File: src/rtl/cohu_pkg.sv
package cohu_pkg;

    localparam logic [7:0] OFF_CTRL = 8'h00;
    localparam logic [7:0] OFF_CFG  = 8'h04;
    localparam logic [5:0] OFF_PWR_HI = 6'h02; // 0x08..0x0B share addr[7:2]

    typedef enum logic [1:0] {
        RGN_CTRL,
        RGN_CFG,
        RGN_PWR,
        RGN_ZERO
    } region_e;

    typedef struct packed {
        region_e    region;
        logic [1:0] lane;
    } decode_t;

    function automatic logic size_ok(input logic [2:0] sz);
        return (sz == 3'd1) || (sz == 3'd2) || (sz == 3'd4);
    endfunction

    function automatic logic [31:0] size_mask(input logic [2:0] sz);
        case (sz)
            3'd1:    return 32'h0000_00FF;
            3'd2:    return 32'h0000_FFFF;
            3'd4:    return 32'hFFFF_FFFF;
            default: return 32'h0;
        endcase
    endfunction

endpackage

File: src/rtl/cohu_addr_dec.sv
module cohu_addr_dec
    import cohu_pkg::*;
(
    input  logic [7:0] addr,
    output decode_t    dec
);
    always_comb begin
        dec.lane = addr[1:0];
        if (addr == OFF_CTRL)
            dec.region = RGN_CTRL;
        else if (addr == OFF_CFG)
            dec.region = RGN_CFG;
        else if (addr[7:2] == OFF_PWR_HI)
            dec.region = RGN_PWR;
        else
            dec.region = RGN_ZERO;
    end
endmodule

File: src/rtl/cohu_cfg_word.sv
module cohu_cfg_word #(
    parameter int DATA_W = 32,
    parameter int CORES  = 1
) (
    output logic [DATA_W-1:0] word
);
    localparam int MASK_LSB = 4;
    localparam int MAX_CORES = 4;

    logic [MAX_CORES-1:0] present;

    for (genvar c = 0; c < MAX_CORES; c++) begin : g_core
        assign present[c] = (c < CORES);
    end

    always_comb begin
        word = '0;
        word[1:0] = 2'(CORES - 1);
        word[MASK_LSB +: MAX_CORES] = present;
    end
endmodule

File: src/rtl/cohu_pwr_lanes.sv
module cohu_pwr_lanes
    import cohu_pkg::*;
#(
    parameter int DATA_W = 32
) (
    input  logic              clk,
    input  logic              rst,
    input  logic              we,
    input  logic [1:0]        lane,
    input  logic [2:0]        size,
    input  logic [DATA_W-1:0] wdata,
    output logic [DATA_W-1:0] status
);
    localparam int LANES = DATA_W / 8;
    localparam int SH_W  = $clog2(DATA_W);

    logic [SH_W-1:0]   shamt;
    logic [DATA_W-1:0] lane_mask;
    logic [DATA_W-1:0] lane_data;

    always_comb begin
        shamt     = SH_W'({lane, 3'b000});
        lane_mask = size_mask(size) << shamt;
        lane_data = (wdata & size_mask(size)) << shamt;
    end

    for (genvar b = 0; b < LANES; b++) begin : g_byte
        always_ff @(posedge clk) begin
            if (rst)
                status[b*8 +: 8] <= '0;
            else if (we && lane_mask[b*8])
                status[b*8 +: 8] <= lane_data[b*8 +: 8];
        end
    end
endmodule

File: src/rtl/cohu_regs.sv
module cohu_regs
    import cohu_pkg::*;
#(
    parameter int DATA_W = 32,
    parameter int CORES  = 1
) (
    input  logic              clk,
    input  logic              rst,
    input  logic [7:0]        bus_addr,
    input  logic              bus_rd,
    input  logic              bus_wr,
    input  logic [2:0]        bus_size,
    input  logic [DATA_W-1:0] bus_wdata,
    output logic [DATA_W-1:0] bus_rdata
);
    localparam int SH_W = $clog2(DATA_W);

    decode_t           dec;
    logic              wr_ok;
    logic              ctrl_q;
    logic [DATA_W-1:0] pwr_q;
    logic [DATA_W-1:0] cfg_w;
    logic [DATA_W-1:0] rd_mux;

    cohu_addr_dec u_dec (
        .addr (bus_addr),
        .dec  (dec)
    );

    cohu_cfg_word #(.DATA_W(DATA_W), .CORES(CORES)) u_cfg (
        .word (cfg_w)
    );

    assign wr_ok = bus_wr && size_ok(bus_size);

    cohu_pwr_lanes #(.DATA_W(DATA_W)) u_pwr (
        .clk    (clk),
        .rst    (rst),
        .we     (wr_ok && dec.region == RGN_PWR),
        .lane   (dec.lane),
        .size   (bus_size),
        .wdata  (bus_wdata),
        .status (pwr_q)
    );

    always_ff @(posedge clk) begin
        if (rst)
            ctrl_q <= 1'b0;
        else if (wr_ok && dec.region == RGN_CTRL)
            ctrl_q <= bus_wdata[0];
    end

    always_comb begin
        case (dec.region)
            RGN_CTRL: rd_mux = {{(DATA_W-1){1'b0}}, ctrl_q};
            RGN_CFG:  rd_mux = cfg_w;
            RGN_PWR:  rd_mux = pwr_q >> SH_W'({dec.lane, 3'b000});
            default:  rd_mux = '0;
        endcase
    end

    always_ff @(posedge clk) begin
        if (rst)
            bus_rdata <= '0;
        else if (bus_rd)
            bus_rdata <= rd_mux;
    end
endmodule

File: config.mk
export PLATFORM = sky130hd
export DESIGN_NAME = cohu_regs
export DESIGN_NICKNAME = d
export VERILOG_FILES = /design/src/rtl/cohu_pkg.sv /design/src/rtl/cohu_addr_dec.sv /design/src/rtl/cohu_cfg_word.sv /design/src/rtl/cohu_pwr_lanes.sv /design/src/rtl/cohu_regs.sv
export SDC_FILE = /design/constraint.sdc
export NUM_CORES = 1
export LEC_CHECK = 0
export BUFFER_PORTS_ARGS = -buffer_cell sky130_fd_sc_hd__buf_2
export CAP_MARGIN = 25
export CORE_UTILIZATION = 55
export DETAILED_ROUTE_END_ITERATION = 7
export PLACE_DENSITY = 0.8
export SYNTH_ARGS = -nofsm -noshare
export SYNTH_HDL_FRONTEND = slang
export SYNTH_SLANG_ARGS = --single-unit
File: constraint.sdc
create_clock -name clk -period 2.1 [get_ports clk]
set_input_delay 0.105 -clock clk [delete_from_list [all_inputs] [get_ports clk]]
set_output_delay 0.105 -clock clk [all_outputs]
set_load 0.1 [all_outputs]
; ---- After elaboration in Yosys (flattened, before gate mapping)
; Index checks and enable logic that the tools add are counted.
[op_classes]
eq_ne = 7
muxes = 5
shift = 3
bitwise_logic = 1
n_reduce_logical = 11
[op_table]
columns = op, count
row1 = one-hot mux 32 bit (3 select lines), 2
row2 = bitwise AND 32 bit, 1
row3 = left shift 32 x 5 -> 25 bit, 1
row4 = left shift 32 x 5 -> 32 bit, 1
row5 = >> shifter 32 x 5 -> 32 bit, 1
row6 = == test 8 x 3 -> 1 bit (second input constant), 1
row7 = zero test 8 bit, 1
row8 = logical AND 1 bit, 7
row9 = == test 6 x 2 -> 1 bit (second input constant), 1
row10 = two-way mux 2 bit, 2
row11 = == test 3 x 1 -> 1 bit (second input constant), 1
row12 = == test 3 x 2 -> 1 bit (second input constant), 1
row13 = == test 3 bit (second input constant), 1
row14 = == test 2 x 1 -> 1 bit (second input constant), 1
row15 = == test 2 bit (second input constant), 1
row16 = zero test 2 bit, 1
row17 = logical OR 1 bit, 2
row18 = two-way mux 1 bit, 1
[totals]
inputBits = 47
regBits = 65

; ---- Depth between registers and ports, before layout
[logic_depth]
word_depth = 7
ltp_mapped = 8

; ---- Hierarchy
; Synthesis repeated with hierarchy kept, for this count alone.
[unflattened]
hier_cells = 461
area_unflattened_um2 = 4113.9
[by_module_without_submodules]
columns = mod, seq_area_each_um2, cells_each, area_each_um2, n_inst
row1 = cohu_regs, 660.6, 208, 1908.1, 1
row2 = cohu_pwr_lanes, 640.6, 212, 1899.3, 1
row3 = cohu_cfg_word, 0.0, 34, 247.7, 1
row4 = cohu_addr_dec, 0.0, 7, 58.8, 1

; ---- Worst setup path after synthesis
; No wires, ideal clock.
[synth_path]
kind = in2reg
start = in bus_size[2]
end = reg u_pwr.status[17]
path_slack_ns = 0.669
n_path_buf = 2
required_ns = 1.979
stages = 5
arrival_time_ns = 1.309
path_cell_list = buf_6 -> or4_4 -> a21o_1 -> buf_6 -> mux2_4
[synth_between]
elab_chain_len = 6
[synth_rtl]
columns = item, line_no
row1 = "start, declared", cohu_regs.sv:12  ; input logic [2:0] bus_size,
row2 = "parallel branches: the longest is 6 deep, another holds one-hot mux 32 bit (3 select lines)", --
row3 = "end signal, assigned by index", cohu_pwr_lanes.sv:32  ; status[b*8 +: 8] <= lane_data[b*8 +: 8];
row4 = "end, declared", cohu_pwr_lanes.sv:12  ; output logic [DATA_W-1:0] status
; Several ways; the timed one is not identified.
; A chain may end at the register's enable or synchronous reset.

; ---- Worst setup path after layout
[layout_path]
start = in bus_size[1]
end = reg u_pwr.status[22]
; Same word-level chain as after synthesis.

==> out/results.ini <==
[cells_and_area]
diodes=0
nets=543
fillers=550
fin_util_pct=67.2
drive_above_1_share_pct=25.5
area_growth_pct=16.4

[synthesis]
synth_cell_types=49
ys_warn_count=0
yosys.area.top_type_share_pct=35.1
syn_area_um2=3710
postSynthAreaPerCell_um2=8.64
syn_inst=429
synth.area.top_cells=dfxtp_1 (35%), mux2i_1 (13%), nor2b_1 (6.9%)
ys.flop_type=dfxtp_1
synth_top_area_cell=dfxtp_1
async_flop_share_pct=0
ys_ff_latch=65
yosysSeqAreaShare_pct=35.1
synthesis.nets=476
synth-edff-count=0

[setup_path]
r2r_setup_slack_ps=810
end_kind=flop
r2r_start=u_pwr.status[0]$_SDFFE_PP0P_
critPathTopFamily=compound AO/OA/AOI/OAI gates
crit_path_top_delay_cell=o22ai_2
path_class=in -> reg
crit_fanout=12
startpoint_type=primary input
cp.required_ps=2340
rr_worst_depth=5
worst-path-stages=6
crit_path_max_incr_delay_ps=410
r2r-end=bus_rdata[0]$_SDFFE_PP0P_
crit_chain=buf_2 -> nand2b_1 -> o22ai_2 -> nand3_1 -> a21o_1 -> mux2_4
crit_buf_inv=1
worstPathArrival_ps=1700

[clock_tree]
cts_sinks=65
clock-root-buffer=clkbuf_8
cts_buffer_depth=2
cts_htree_levels=3
cts_buffers=9
insertion_delay_ps=360
cts_setup_buffers=0
path_clk_slew_ps=70
cts_hold_buf=0
cts_tree=yes
cts_resized=0

[power]
p_per_area_nw_per_um2=609
p_leak_nw=1.97
seqPwrFrac_pct=46.9
p_total_mw=2.63
irDropWorstVdd_v=0.000427
p_comb_share_pct=11.0
p_int_mw=1.98
p_sw_uw=645
p_clk_share_pct=42.0
netSwitchingFraction_pct=24.5

[route]
initialDrtViolationCount=247
post-route-drc-count=10
vias=3416
antenna_left=0
post_drt_wl_per_cell_um=16.7
wl_um=9620
detail_route.vias_per_cell=5.91
drt_first_pass_iters=7

[sta]
drv_slew=0
max_freq_mhz=684
finalHoldViolCount=0
setup_viol=0
rsz0062_at_grt=no
finClkSkew_ps=13.9
slew_headroom_pct=50.3
fin_setup_tns_ps=0
worstMarginPinSlew_ps=745
layout_setup_ws_ps=637
fin_crit_sh_pct=69.7
period_needed_ps=1460

[flow_run]
maxCapViolCount=0

[hold_path]
worstHoldPathType=in -> reg
min_to=u_pwr.status[4]$_SDFFE_PP0P_
hold_path_depth=2
hold_start=bus_wdata[4]

[outcome]
violations=DRC
status=finished with violations

[die]
fp.dieH_um=84.1
dieWidth_um=84.1
num_rows=29
core_area_um2=6420
start_util_pct=57.7
ioPinCount=79
die_area_um2=7080

[global_routing]
grt-ovfl-total=0
gr-usage-all-layers_pct=29.0
grt_pass1_wl_um=15800
antenna_found_initial=0
grt_pass1_vias=3250
grt_max_degree=40

[placed_design]
dp_hpwl_um=7030
routabilityCongestion=0.903
io_buffers=78
place_ws_ps=270

layer usage:
layer	global-route usage (%)	part of all wire [%]	up-vias
met2	48.7	49	113
met4	13.6	3.8	0
met3	7.81	5.4	32
li1	-	-	1657
met1	34.4	42	1614
met5	0	0	-
sequential cells by signal, indices dropped and copies added (netlist names):
register and count:
ctrl_q 1, u_pwr.status 32, bus_rdata 32
area by class of cell:
type	count	area [um^2]	share of cell area [%]
Clock inverter	2	35.0	0.812
Sequential cell	65	1300	30.1
Multi-Input combinational cell	328	2220	51.5
Tap cell	77	96.3	2.23
Timing Repair Buffer	90	480	11.1
Clock buffer	14	173	4.00
Inverter	2	7.51	0.174
cells in the final DEF, fill, tap and decap left out, types with 2 or more instances in the layout:
cell / count
mux2i_1: 49
a22o_1: 8
nand3_1: 17
nor2_1: 52
o21ai_0: 22
and2_1: 4
nand3b_1: 3
nand2b_1: 6
a22oi_1: 7
dfxtp_1: 65
nand2_1: 26
clkbuf_1: 2
o21bai_1: 2
buf_4: 12
inv_1: 2
buf_2: 78
nor2b_1: 41
o221ai_1: 8
mux2_4: 7
mux2_2: 8
nand4_1: 2
clkbuf_8: 12
nor3b_4: 2
a21oi_1: 40
power groups by stage:
stage / combinational, mW / sequential [mW] / clock (mW)
3_5_place_dp: 0.284 / 1.26 / 0
6_report: 0.290 / 1.23 / 1.10
3_3_place_gp: 0.278 / 1.26 / 0
2_1_floorplan: 0.175 / 1.27 / 0
4_1_cts: 0.285 / 1.23 / 1.12
5_1_grt: 0.314 / 1.23 / 1.18
Yosys cell counts, types with 4 or more instances:
master	number
dfxtp_1	65
nor2_1	52
mux2i_1	49
nor2b_1	41
a21oi_1	40
nand2_1	26
o21ai_0	22
nand3_1	17
clkbuf_1	12
buf_2	11
a22o_1	8
mux2_2	8
o221ai_1	8
a22oi_1	7
mux2_4	7
nand2b_1	6
buf_4	5
and2_1	4
through the flow:
step,cells,hold WS (ps),cell area [um^2]
after detailed placement,562,392,4110
after global routing,578,37.4,4320
after floorplan,429,230,3710
final,578,30.7,4320
after CTS,578,16.2,4320
after global placement,562,390,4110
worst max-delay path by stage:
stage / end / slack (ps) / from
detailed placement: u_pwr.status[17]$_SDFFE_PP0P_ / 270 / bus_size[1]
floorplan: u_pwr.status[17]$_SDFFE_PP0P_ / 670 / bus_size[2]
CTS: u_pwr.status[22]$_SDFFE_PP0P_ / 650 / bus_size[1]
global placement: u_pwr.status[21]$_SDFFE_PP0P_ / 340 / bus_size[1]
global route: u_pwr.status[19]$_SDFFE_PP0P_ / 520 / bus_size[1]
finish: u_pwr.status[22]$_SDFFE_PP0P_ / 640 / bus_size[1]
cells by family after synthesis:
logic type / synth area share [%]
mux: 18.5
flops: 35.1
xor+xnor: 0.472
compound gates: 17.1
buf+inv: 5.13
simple gates: 23.7
Power figures use the tool's default switching activity.
